<file path="config.mk">
export PLATFORM = sky130hd
export DESIGN_NAME = mem_attr_combiner
export DESIGN_NICKNAME = d
export VERILOG_FILES = /design/src/rtl/memattr_pkg.sv /design/src/rtl/mac_s2_expand.sv /design/src/rtl/mac_nibble_merge.sv /design/src/rtl/mac_control.sv /design/src/rtl/mac_datapath.sv /design/src/rtl/mem_attr_combiner.sv
export SDC_FILE = /design/constraint.sdc
export NUM_CORES = 1
export LEC_CHECK = 0
export CAP_MARGIN = 20
export CORE_MARGIN = 4
export CORE_UTILIZATION = 45
export CTS_CLUSTER_SIZE = 10
export DETAILED_ROUTE_END_ITERATION = 10
export DONT_BUFFER_PORTS = 1
export SLEW_MARGIN = 20
export SYNTH_ARGS = -nofsm -noshare
export SYNTH_HDL_FRONTEND = slang
export SYNTH_SLANG_ARGS = --single-unit
</file>
<file path="constraint.sdc">
create_clock -name clk -period 1 [get_ports clk]
set_clock_uncertainty 0.1 [all_clocks]
set_input_delay 0.15 -clock clk [delete_from_list [all_inputs] [get_ports clk]]
set_output_delay 0.15 -clock clk [all_outputs]
set_load 0.02 [all_outputs]
</file>
<file path="src/rtl/memattr_pkg.sv">
package memattr_pkg;
  localparam int NIB_W   = 4;
  localparam int ATTR_W  = 2 * NIB_W;
  localparam int NUM_NIB = ATTR_W / NIB_W;
  localparam int SH_W    = 2;
  localparam int CODE_W  = 4;

  localparam logic [NIB_W-1:0] NIB_NC = 4'b0100;
  localparam logic [NIB_W-1:0] NIB_WT = 4'b1000;
  localparam logic [NIB_W-1:0] NIB_WB = 4'b1100;

  localparam logic [SH_W-1:0] SH_NONE  = 2'b00;
  localparam logic [SH_W-1:0] SH_RSVD  = 2'b01;
  localparam logic [SH_W-1:0] SH_OUTER = 2'b10;
  localparam logic [SH_W-1:0] SH_INNER = 2'b11;

  localparam logic [ATTR_W-1:0] ATTR_NC_BOTH = {NIB_NC, NIB_NC};
  localparam logic [ATTR_W-1:0] ATTR_WB_BOTH = {NIB_WB, NIB_WB};

  typedef struct packed {
    logic capture;
  } ctlStrobe_t;

  function automatic logic isDevice(input logic [ATTR_W-1:0] a);
    return a[ATTR_W-1 -: NIB_W] == '0;
  endfunction

  function automatic logic [SH_W-1:0] shMerge(input logic [SH_W-1:0] a,
                                              input logic [SH_W-1:0] b);
    if (a == SH_OUTER || b == SH_OUTER) return SH_OUTER;
    if (a == SH_INNER || b == SH_INNER) return SH_INNER;
    return SH_NONE;
  endfunction
endpackage

</file>
<file path="src/rtl/mac_s2_expand.sv">
module mac_s2_expand
  import memattr_pkg::*;
(
  input  logic [CODE_W-1:0] code,
  output logic [ATTR_W-1:0] attr
);
  function automatic logic [NIB_W-1:0] classNib(input logic [1:0] c);
    case (c)
      2'b10:   return NIB_WT;
      2'b11:   return NIB_WB;
      default: return NIB_NC;
    endcase
  endfunction

  always_comb begin
    case (code)
      4'b0000, 4'b0001, 4'b0010, 4'b0011:
        attr = ATTR_W'({code[1:0], 2'b00});
      4'b0100, 4'b1111:
        attr = ATTR_WB_BOTH;
      4'b1000, 4'b1100:
        attr = ATTR_NC_BOTH;
      default:
        attr = {classNib(code[3:2]), classNib(code[1:0])};
    endcase
  end
endmodule

</file>
<file path="src/rtl/mac_nibble_merge.sv">
module mac_nibble_merge
  import memattr_pkg::*;
(
  input  logic [NIB_W-1:0] s1Nib,
  input  logic [NIB_W-1:0] s2Nib,
  output logic [NIB_W-1:0] merged
);
  logic             transient;
  logic [NIB_W-1:0] promoted;
  logic [1:0]       s1Cls;
  logic [1:0]       s2Cls;
  logic [NIB_W-1:0] base;

  assign transient = !s1Nib[3] && (s1Nib[1:0] != 2'b00);
  assign promoted  = transient ? {1'b1, s1Nib[2], s1Nib[1:0]} : s1Nib;
  assign s1Cls     = promoted[3:2];
  assign s2Cls     = s2Nib[3:2];

  always_comb begin
    if (s1Cls == NIB_NC[3:2] || s2Cls == NIB_NC[3:2])      base = NIB_NC;
    else if (s1Cls == NIB_WT[3:2] || s2Cls == NIB_WT[3:2]) base = NIB_WT;
    else                                                   base = NIB_WB;

    if (base == NIB_NC) begin
      merged = NIB_NC;
    end else begin
      if (transient) base = (s1Cls == NIB_WT[3:2]) ? '0 : NIB_NC;
      merged = base | {2'b00, promoted[1:0]};
    end
  end
endmodule

</file>
<file path="src/rtl/mac_control.sv">
module mac_control
  import memattr_pkg::*;
(
  input  logic       clk,
  input  logic       rstN,
  input  logic       inValid,
  output ctlStrobe_t strobe,
  output logic       outValid
);
  assign strobe.capture = inValid;

  always_ff @(posedge clk or negedge rstN) begin
    if (!rstN) outValid <= 1'b0;
    else       outValid <= inValid;
  end
endmodule

</file>
<file path="src/rtl/mac_datapath.sv">
module mac_datapath
  import memattr_pkg::*;
(
  input  logic              clk,
  input  logic              rstN,
  input  ctlStrobe_t        strobe,
  input  logic [ATTR_W-1:0] s1Attr,
  input  logic [SH_W-1:0]   s1Sh,
  input  logic [CODE_W-1:0] s2MemAttr,
  input  logic [SH_W-1:0]   s2Sh,
  input  logic              cacheDisable,
  output logic [ATTR_W-1:0] outAttr,
  output logic [SH_W-1:0]   outSh
);
  logic [ATTR_W-1:0] s2Exp;
  logic [ATTR_W-1:0] normAttr;
  logic [ATTR_W-1:0] mergedAttr;
  logic [ATTR_W-1:0] finalAttr;
  logic [SH_W-1:0]   s2ShEff;
  logic [SH_W-1:0]   shFinal;
  logic              eitherDev;

  mac_s2_expand u_expand (
    .code (s2MemAttr),
    .attr (s2Exp)
  );

  for (genvar g = 0; g < NUM_NIB; g++) begin : gNib
    mac_nibble_merge u_merge (
      .s1Nib  (s1Attr[g*NIB_W +: NIB_W]),
      .s2Nib  (s2Exp[g*NIB_W +: NIB_W]),
      .merged (normAttr[g*NIB_W +: NIB_W])
    );
  end

  assign eitherDev  = isDevice(s1Attr) || isDevice(s2Exp);
  assign mergedAttr = eitherDev ? ((s1Attr < s2Exp) ? s1Attr : s2Exp) : normAttr;
  assign finalAttr  = (cacheDisable && !isDevice(mergedAttr)) ? ATTR_NC_BOTH : mergedAttr;

  always_comb begin
    if (isDevice(finalAttr) || finalAttr == ATTR_NC_BOTH) s2ShEff = SH_OUTER;
    else if (s2Sh == SH_RSVD)                             s2ShEff = SH_NONE;
    else                                                  s2ShEff = s2Sh;
  end

  assign shFinal = shMerge(s1Sh, s2ShEff);

  always_ff @(posedge clk or negedge rstN) begin
    if (!rstN) begin
      outAttr <= '0;
      outSh   <= '0;
    end else if (strobe.capture) begin
      outAttr <= finalAttr;
      outSh   <= shFinal;
    end
  end
endmodule

</file>
<file path="src/rtl/mem_attr_combiner.sv">
module mem_attr_combiner
  import memattr_pkg::*;
(
  input  logic              clk,
  input  logic              rstN,
  input  logic              inValid,
  input  logic [ATTR_W-1:0] s1Attr,
  input  logic [SH_W-1:0]   s1Sh,
  input  logic [CODE_W-1:0] s2MemAttr,
  input  logic [SH_W-1:0]   s2Sh,
  input  logic              cacheDisable,
  output logic              outValid,
  output logic [ATTR_W-1:0] outAttr,
  output logic [SH_W-1:0]   outSh
);
  ctlStrobe_t strobe;

  mac_control u_ctl (
    .clk      (clk),
    .rstN     (rstN),
    .inValid  (inValid),
    .strobe   (strobe),
    .outValid (outValid)
  );

  mac_datapath u_dp (
    .clk          (clk),
    .rstN         (rstN),
    .strobe       (strobe),
    .s1Attr       (s1Attr),
    .s1Sh         (s1Sh),
    .s2MemAttr    (s2MemAttr),
    .s2Sh         (s2Sh),
    .cacheDisable (cacheDisable),
    .outAttr      (outAttr),
    .outSh        (outSh)
  );
endmodule

</file>
# --- Word level (Yosys, flattened, before mapping) ---
# Index checks and enable logic that the tools add are counted.
totals:
  regBits: 11
  out_inout_bits: 11
  elab_cells: 86
classes:
  n_lt_le_gt_ge: 1
  eq_ne: 27
  mux: 29
  n_bitwise: 2
  n_reduce_logical: 24
ops:
  columns: ["op", "n"]
  rows:
  - ["4-bit two-way mux", 10]
  - ["2-bit equality test, second input constant", 12]
  - ["8-bit two-way mux", 3]
  - ["8-bit case mux with 3 select lines", 1]
  - ["4-bit zero test", 5]
  - ["4-bit case mux with 2 select lines", 2]
  - ["4-bit by 3-bit equality test with 1-bit output, second input constant", 3]
  - ["4-bit equality test, second input constant", 3]
  - ["2-bit two-way mux", 6]
  - ["3-bit two-way mux", 4]
  - ["2-bit by 1-bit equality test with 1-bit output, second input constant", 5]
  - ["4-bit by 2-bit equality test with 1-bit output, second input constant", 2]
  - ["8-bit by 7-bit equality test with 1-bit output, second input constant", 1]
  - ["1-bit logical OR", 8]
  - ["8-bit less-than comparator", 1]
  - ["4-bit by 2-bit OR with 4-bit output", 2]
  - ["4-bit by 1-bit equality test with 1-bit output, second input constant", 1]
  - ["2-bit nonzero test", 2]
  - ["2-bit OR reduction", 2]
  - ["4-bit OR reduction", 1]
  - ["1-bit logical AND", 3]
  - ["1-bit zero test", 3]
  - ["1-bit two-way mux", 3]

# --- Longest topological paths before layout ---
# Gate-level depths: netlist (run 1).
logic_depth:
  depth_word: 25
  ltp_mapped: 7
  depth_no_buf: 6

# --- Cells and area by module ---
# A second synthesis (run 1) with hierarchy kept.
unflattened:
  hier_cells: 140
  area_unflattened_um2: 1143.6
by_module_without_submodules:
  columns: ["module", "instances", "cells_per_inst", "area_per_inst_um2", "seq_area_each_um2"]
  rows:
  - ["mac_datapath", 1, 105, 897.1, 250.2]
  - ["mac_nibble_merge", 2, 10, 61.3, 0.0]
  - ["mac_s2_expand", 1, 13, 91.3, 0.0]
  - ["mac_control", 1, 2, 32.5, 25.0]

# --- Least setup slack after synthesis (run 1) ---
# Ideal clock, no wire load.
synth_timing:
  path_type: "input-to-reg"
  from: "input port s2MemAttr[1]"
  to: "register u_dp.outAttr[2]"
  arrival_time_ns: 1.500
  required_ns: 0.760
  slack_ns: -0.740
  path_stages: 7
  path_cell_list: "buf_2 nor3_1 and2b_1 a221o_1 o31ai_4 a21o_1 a31oi_1"
synth_between:
  elab_chain_len: 16
  elab_cells_between_ends: 46
  cone_classes: "order compare (1); eq/ne (15); mux (15); bitwise (2); reduce/logical (13)"
synth_lines:
  columns: ["element", "line_no", "text"]
  rows:
  - ["start: declaration", "mem_attr_combiner.sv:9", "input logic [CODE_W-1:0] s2MemAttr,"]
  - ["4-bit by 1-bit equality test with 1-bit output, or another cell as far along", "mac_s2_expand.sv:16", "case (code)"]
  - ["4-bit OR reduction or 2-bit OR reduction (tied branches)", "mac_s2_expand.sv:16", null]
  - ["8-bit case mux with 3 select lines (*)", "mac_s2_expand.sv:16", null]
  - ["2-bit equality test", "mac_nibble_merge.sv:21", "else if (s1Cls == NIB_WT[3:2] || s2Cls == NIB_WT[3:2]) base = NIB_WT;"]
  - ["1-bit logical OR", "mac_nibble_merge.sv:21", null]
  - ["3-bit two-way mux", "mac_nibble_merge.sv:21", null]
  - ["4-bit two-way mux", "mac_nibble_merge.sv:20", "if (s1Cls == NIB_NC[3:2] || s2Cls == NIB_NC[3:2]) base = NIB_NC;"]
  - ["4-bit two-way mux", "mac_nibble_merge.sv:27", "if (transient) base = (s1Cls == NIB_WT[3:2]) ? '0 : NIB_NC;"]
  - ["4-bit two-way mux", "mac_nibble_merge.sv:24", "if (base == NIB_NC) begin"]
  - ["4-bit by 2-bit OR with 4-bit output", "mac_nibble_merge.sv:28", "merged = base | {2'b00, promoted[1:0]};"]
  - ["4-bit two-way mux", "mac_nibble_merge.sv:24", null]
  - ["8-bit two-way mux (*)", "mac_datapath.sv:37", "assign mergedAttr = eitherDev ? ((s1Attr < s2Exp) ? s1Attr : s2Exp) : normAttr;"]
  - ["4-bit zero test", "memattr_pkg.sv:25", "return a[ATTR_W-1 -: NIB_W] == '0;"]
  - ["1-bit zero test", "mac_datapath.sv:38", "assign finalAttr = (cacheDisable && !isDevice(mergedAttr)) ? ATTR_NC_BOTH : mergedAttr;"]
  - ["1-bit logical AND", "mac_datapath.sv:38", null]
  - ["8-bit two-way mux (*)", "mac_datapath.sv:38", null]
  - ["end signal: assignment", "mac_datapath.sv:53", "outAttr <= finalAttr;"]
  - ["end: declaration", "mac_datapath.sv:12", "output logic [ATTR_W-1:0] outAttr,"]
# Mark *: on every way between the ends. The rest lies on a longest branch, timed or not. The select of a mux whose other input is x is not followed.
# A chain may end at the register's enable or synchronous reset.

# --- Worst setup path in the final report (run 1) ---
layout_timing:
  from: "input port s1Attr[3]"
  to: "register u_dp.outAttr[2]"
layout_between:
  elab_chain_len: 13
  elab_cells_between_ends: 22
  cone_classes: "order compare (1); eq/ne (3); mux (10); bitwise (1); reduce/logical (7)"
layout_lines:
  columns: ["element", "line_no", "text"]
  rows:
  - ["start: declaration", "mem_attr_combiner.sv:7", "input logic [ATTR_W-1:0] s1Attr,"]
  - ["1-bit zero test", "mac_nibble_merge.sv:14", "assign transient = !s1Nib[3] && (s1Nib[1:0] != 2'b00);"]
  - ["1-bit logical AND", "mac_nibble_merge.sv:14", null]
  - ["4-bit two-way mux", "mac_nibble_merge.sv:15", "assign promoted = transient ? {1'b1, s1Nib[2], s1Nib[1:0]} : s1Nib;"]
  - ["2-bit equality test", "mac_nibble_merge.sv:21, mac_nibble_merge.sv:27", null]
  - ["1-bit logical OR", "mac_nibble_merge.sv:21", null]
  - ["3-bit two-way mux", "mac_nibble_merge.sv:21", null]
  - ["4-bit two-way mux", "mac_nibble_merge.sv:20", null]
  - ["4-bit two-way mux", "mac_nibble_merge.sv:27", null]
  - ["4-bit two-way mux", "mac_nibble_merge.sv:24", null]
  - ["4-bit by 2-bit OR with 4-bit output", "mac_nibble_merge.sv:28", null]
  - ["4-bit two-way mux", "mac_nibble_merge.sv:24", null]
  - ["8-bit two-way mux (*)", "mac_datapath.sv:37", null]
  - ["8-bit two-way mux (*)", "mac_datapath.sv:38", null]
# Marks and branches as above.

==> results of run 1 <==
==> flip-flops by register name (all words and copies together), names as in the netlist <==
signal / count
u_ctl.outValid: 1
u_dp.outSh: 2
u_dp.outAttr: 8
==> synth_stat cells (3+ instances only) <==
cell type and count:
o21ai_0 7, nand2_1 8, o211ai_1 3, dfrtp_1 11
clkbuf_1 3, inv_1 12, nor3_1 6, o22ai_1 5
a31oi_1 3, a21oi_1 8, nor2_1 5
==> worst paths after layout <==
path	end	slack [ps]	depth (start not counted)
min in group asynchronous	u_dp.outAttr[6]	180	1
worst min register to register	u_dp.outAttr[5]	440	2
worst max register to register	u_dp.outAttr[2]	30	3
worst max-delay path	u_dp.outAttr[2]	-440	5
worst min-delay path	u_ctl.outValid	-190	0
max in group asynchronous	u_dp.outSh[1]	260	1
==> area by class of cell <==
type	instances	share of cell area
flip-flops and latches	11	0.250
well taps	25	0.0280
repair buffers	27	0.207
multi-input cells	74	0.451
clock buffers	4	0.0235
inverters	12	0.0404
==> repair_timing <==
action	in CTS	in global routing
resized for setup	9	7
buffers inserted	4	4
endpoints found under the setup margin	17	20
pin swaps	4	2
endpoints found under the hold margin	21	10
==> metrics by stage <==
step,std cells,setup TNS [ps],total power [W],worst slack [ps]
after detailed placement,140,-5230,0.000842,-722
after floorplan,102,-5320,0.000756,-724
after global placement,140,-4890,0.000833,-658
after global routing,153,-3140,0.00129,-489
final,153,-2310,0.00122,-438
after CTS,149,-2240,0.00120,-395
==> kinds of logic after synthesis <==
| group | Yosys count | synth area share |
|---|---|---|
| compound gates | 40 | 0.343 |
| simple gates | 33 | 0.221 |
| buf+inv | 17 | 0.0884 |
| flops | 11 | 0.335 |
| mux | 1 | 0.0122 |
==> routing by layer <==
metal  up-vias  share of wire  global-route usage
met1       393           0.41               0.223
met2        33           0.50               0.324
met3         4          0.068              0.0386
met5         -              0                   0
li1        434              -                   -
met4         0          0.016               0.103
==> report_power, final <==
part	switching, W	internal (W)	total, W
Clock	0.000149	0.000154	0.000303
Sequential	0.0000418	0.000485	0.000527
Combinational	0.000176	0.000213	0.000389
Total	0.000367	0.000853	0.00122
==> worst register-to-register path, stage by stage (launching register included) <==
cell and delay, ps:
dfrtp_1 400, buf_4 140, o32ai_1 130, a31oi_1 80
==> metrics.md, run 1 <==
| Metric | Value |
|---|---|
| Area after DPL | `975 µm²` |
| Most frequent cells in the layout | `buf_4 (19), inv_1 (12), nand2_1 (8), dfrtp_1 (8)` |
| Sequential area share after synthesis | `0.335` |
| Largest net degree at the start of global routing | `26` |
| Hold Buf Count CTS | `1` |
| Die W | `50.7 µm` |
| Level count of the clock H-tree | `1` |
| Syn Nets | `122` |
| Area contributors post-synth | `dfrtp_1 (34%), inv_1 (5.5%), a21oi_1 (4.9%)` |
| First-pass GRT wire length | `3.75 mm` |
| Mapped Cells | `102` |
| Max stage delay cell, worst path | `a221o_1` |
| CP delay by family, top | `compound AO/OA/AOI/OAI gates` |
| Crit Path Category | `in -> reg` |
| Antenna violations before repair | `0` |
| Clk_lat worst skew | `between 200 and 300 ps` |
| Fraction of layout cells with a size suffix above 1 | `0.320` |
| Critical path origin | `s1Attr[3]` |
| Ant diodes | `0` |
| Filler cell count | `about 150` |
| Post-route cell area | `0.00112 mm²` |
| Most common cell after layout, fill and taps aside | `buf_4` |
| Core area | `0.00173 mm²` |
| Failing checks | `hold timing, setup timing` |
| Unrepaired setup endpoints after global routing | `yes` |
| Die Y | `50.7 µm` |
| CP arrival | `1520 ps` |
| Worst Path Max Fanout | `6` |
| Power density over the cells | `1090 mW/mm²` |
| Required @ worst endpoint | `around 1100 ps` |
| Clock sink count | `11` |
| Fmax | `695 MHz` |
| Worst path buffer plus inverter count | `0` |
| Initial DRT Pass Iterations | `4` |
| Final WL | `2.17 mm` |
| Finished Core Util | `0.646` |
| Die area | `0.00257 mm²` |
| I/O pin count | `31` |
| Post-synth top area share | `0.335` |
| Initial core utilization | `0.475` |
| Maximum vdd drop | `0.000411 V` |
| Count of state elements after synthesis | `11` |
| Register area | `279 µm²` |
| Multi-input logic area | `503 µm²` |
| Grt ovf | `0` |
| Final period util | `1.44` |
| Post-synth EDFFs | `0` |
| CP Cell Sequence | `or3_1 -> a221o_1 -> o31ai_4 -> o32ai_1 -> a31oi_1` |
| Rel. slew slack | `0.665` |
| Gp weighted congestion | `0.866` |
| Async SR Flop Fraction | `1.00` |
| Port buffer count | `0` |
| Clock Pin Slew Worst Setup and Hold Paths | `~70 ps` |
| Max Cap Viol | `0` |
| Outcome | `finished with violations` |
| Synth warn | `0` |
| Setup violators final | `12` |
| Final Hold Fails | `10` |
| CP endpoint kind | `flop` |
| Synth area leader | `dfrtp_1` |
| Worst R2R Start | `u_dp.outAttr[2]` |
| Final #Nets | `149` |
| Routed WL per cell | `about 14 µm` |
| Vias | `around 860` |
| First DRT Iteration DRCs | `21` |
| Post-route ant nets | `0` |
| Synth unique cells | `35` |
| Post-layout minimum cycle time | `1440 ps` |
| Total Routing Usage GR | `0.191` |
| CTS tree | `done` |
| Leak Pwr | `about 0.47 nW` |
| TritonCTS Buffers | `3` |
| Vias/cell | `approximately 5.6` |
| Rows | `15` |
| Min-Delay Path Class | `in -> reg` |
| Crit start category | `input pin` |
| Actual slew at the worst max-slew pin | `between 500 and 600 ps` |
| Clk root buf | `clkbuf_4` |
| Clock Tree Buf Depth | `2` |
| Min-Delay Startpoint | `inValid` |
| Main synth FF type | `dfrtp_1` |
| DRC viols | `0` |
| Hold slack | `-189 ps` |
| Fin worst setup slack | `-438 ps` |
| Largest stage delay, worst path | `400 ps` |
| Vias in the first global route | `865` |
| Mean post-synth cell area | `roughly 8.0 µm²` |
| Area growth syn-to-layout | `36.0%` |
| Final Max Slew Viols | `0` |
| Post-Synthesis Cell Area | `around 820 µm²` |
| HPWL after DPL | `roughly 1.7 mm` |
Note: power is estimated with default switching activity, not from simulation.
==> run 2: changes to the inputs <==
CELL_PAD_IN_SITES_DETAIL_PLACEMENT = 1   (was not set)
CELL_PAD_IN_SITES_GLOBAL_PLACEMENT = 1   (was not set)
CORE_UTILIZATION = 43   (was 45)
PLACE_DENSITY_LB_ADDON = 0.1   (was not set)
==> run 2 against run 1 <==
Against the previous run: the run still ends with hold timing, setup timing left; setup slack gained 19 ps; global-route usage rose by 3.8 points; largest power group unchanged; first-iteration DRC count down 67%; maximum frequency up 1.4%; critical endpoint is now u_dp.outAttr[0]; via count is 7.2% higher; routed wire length is 30% higher.
==> metrics.md, run 2 (synthesis gave the netlist of run 1 again) <==
| Metric | Value |
|---|---|
| # placed instances | `144 (+2.9%)` |
| First DRT Iteration DRCs | `7 (-67%)` |
| Clk_lat worst skew | `270 ps (about the same)` |
| Crit Path Category | `in -> reg` |
| Post-route ant nets | `0 (unchanged)` |
| Unrepaired setup endpoints after global routing | `yes` |
| Min-Delay Path Class | `in -> reg` |
| Outcome | `finished with violations` |
| First-pass GRT wire length | `4.51 mm (+20%)` |
| Worst Path Max Fanout | `6 (unchanged)` |
| Met3 Usage GRT | `0.0344 (-0.00419)` |
| Initial DRT Pass Iterations | `4 (unchanged)` |
| Fin worst setup slack | `-419 ps (+19.2 ps)` |
| Pre-CTS WS | `-715 ps (+6.43 ps)` |
| Area growth syn-to-layout | `38.3%` |
| Rel. slew slack | `0.676 (+0.0103)` |
| Maximum vdd drop | `0.000598 V (+46%)` |
| CP endpoint kind | `flop` |
| Antenna violations before repair | `0 (unchanged)` |
| Largest net degree at the start of global routing | `26 (unchanged)` |
| Vias/cell | `5.90 (+4.4%)` |
| CTS tree | `done` |
| Max reg flops | `8 (unchanged)` |
| Crit start category | `input pin` |
| Grt ovf | `0 (unchanged)` |
| Final Hold Fails | `10 (unchanged)` |
| Gp weighted congestion | `0.753 (-13%)` |
| Actual slew at the worst max-slew pin | `485 ps (-15.3 ps)` |
| CP arrival | `1510 ps (about the same)` |
| Most frequent cells in the layout | `buf_4 (21), inv_1 (12), dfrtp_1 (11)` |
| Leak Pwr | `0.497 nW (+5.7%)` |
| Grt peak-use layer | `met2` |
| Die area | `0.00267 mm² (+3.9%)` |
| Total Routing Usage GR | `0.229 (+0.0380)` |
| DRC viols | `0 (unchanged)` |
| Routed WL per cell | `17.9 µm (+26%)` |
| Clock Tree Buf Depth | `2 (unchanged)` |
| Level count of the clock H-tree | `1 (unchanged)` |
| Die Y | `51.7 µm (+1.9%)` |
| Clock Pin Slew Worst Setup and Hold Paths | `80 ps (about the same)` |
| Hold Buf Count CTS | `1 (unchanged)` |
| Clock sink count | `11 (unchanged)` |
| Failing checks | `hold timing, setup timing` |
| Finished Layout Cells | `157 (+2.6%)` |
| Vias in the first global route | `973 (+12%)` |
| Rows | `15 (unchanged)` |
| Max stage delay cell, worst path | `a221o_1` |
| Final WL | `2.82 mm (+30%)` |
| Vias | `926 (+7.2%)` |
| Setup violators final | `19 (+7)` |
| GR met1 Demand/Resource | `0.246 (+0.0234)` |
| Filler cell count | `233 (+51%)` |
| Required @ worst endpoint | `1090 ps (about the same)` |
| Core area | `0.00176 mm² (+2.2%)` |
| Max Cap Viol | `0 (unchanged)` |
| I/O pin count | `31 (unchanged)` |
| HPWL after DPL | `1.90 mm (+15%)` |
| Hold slack | `-202 ps (-12.5 ps)` |
| Largest regs | `u_dp.outAttr (8), u_dp.outSh (2), u_ctl.outValid (1)` |
| Largest stage delay, worst path | `380 ps (-20 ps)` |
| Power density over the cells | `1120 mW/mm² (+2.6%)` |
| GR met2 Demand/Resource | `0.422 (+0.0977)` |
| Fraction of layout cells with a size suffix above 1 | `0.295 (-0.0249)` |
| Fmax | `705 MHz (+1.4%)` |
| Clk root buf | `clkbuf_4` |
| TritonCTS Buffers | `3 (unchanged)` |
| Initial core utilization | `0.465 (-0.0101)` |
| Ant diodes | `0 (unchanged)` |
| CP Cell Sequence | `or3_1 -> a221o_1 -> o31ai_4 -> mux2i_1 -> o22ai_1` |
| Port buffer count | `0 (unchanged)` |
| Final Max Slew Viols | `0 (unchanged)` |
| Die W | `51.7 µm (+1.9%)` |
| Most common cell after layout, fill and taps aside | `buf_4` |
| Biggest register | `u_dp.outAttr` |
| Post-layout minimum cycle time | `1420 ps (-19.2 ps)` |
| Final #Nets | `153 (+2.7%)` |
| Final period util | `1.42 (-0.0192)` |
-- run 2: routing by layer --
metal / vias up / routed length (µm)
met4: 0 / 112
met1: 438 / 1100
met3: 10 / 138
met2: 37 / 1460
li1: 441 / -
met5: - / 0
-- run 2: worst paths after layout --
check	startpoint	endpoint	slack, ps	cells past startpoint
min reg2reg	u_dp.outSh[0]	u_dp.outSh[0]	470	2
min	inValid	u_ctl.outValid	-200	0
max reg2reg	u_dp.outAttr[6]	u_dp.outAttr[6]	-10	3
min in group asynchronous	rstN	u_ctl.outValid	160	1
max	s1Attr[3]	u_dp.outAttr[0]	-420	5
max in group asynchronous	rstN	u_dp.outSh[0]	310	1
-- run 2: worst max-delay path: cells and delay by family --
| family | cells | cell delay [ps] |
|---|---|---|
| multiplexers | 1 | 170 |
| AO/OA/AOI/OAI | 3 | 820 |
| AND/OR/NAND/NOR | 1 | 360 |
-- run 2: repair_timing --
item | 4_1_cts | 5_1_grt
pin swaps | 2 | 1
gates cloned | 0 | 0
resized for setup | 10 | 0
endpoints found under the setup margin | 20 | 20
buffers inserted | 3 | 5
hold endpoints to repair | 21 | 10
-- run 2: final cells by class --
class | instances | area, µm² | area share
Timing Repair Buffer | 31 | 269 | 0.237
Multi-Input combinational cell | 74 | 488 | 0.430
Clock buffer | 4 | 26.3 | 0.0232
Inverter | 12 | 45.0 | 0.0397
Sequential cell | 11 | 275 | 0.243
Tap cell | 25 | 31.3 | 0.0276
-- run 2: power by group --
| part | total, W | switching [W] | internal, W |
|---|---|---|---|
| clock | 0.000322 | 0.000167 | 0.000155 |
| combinational | 0.000433 | 0.000201 | 0.000232 |
| sequential | 0.000518 | 0.0000346 | 0.000484 |
| total | 0.00127 | 0.000403 | 0.000870 |
-- run 2: metrics by stage --
step,cell area (µm²),util,total power (W),setup TNS (ps)
2_1_floorplan,845,-,0.000756,-5320
3_3_place_gp,1000,0.570,0.000849,-4970
3_5_place_dp,1000,0.570,0.000864,-5330
4_1_cts,1100,0.622,0.00124,-2590
5_1_grt,1130,0.643,0.00134,-4040
6_report,1130,0.643,0.00127,-2950
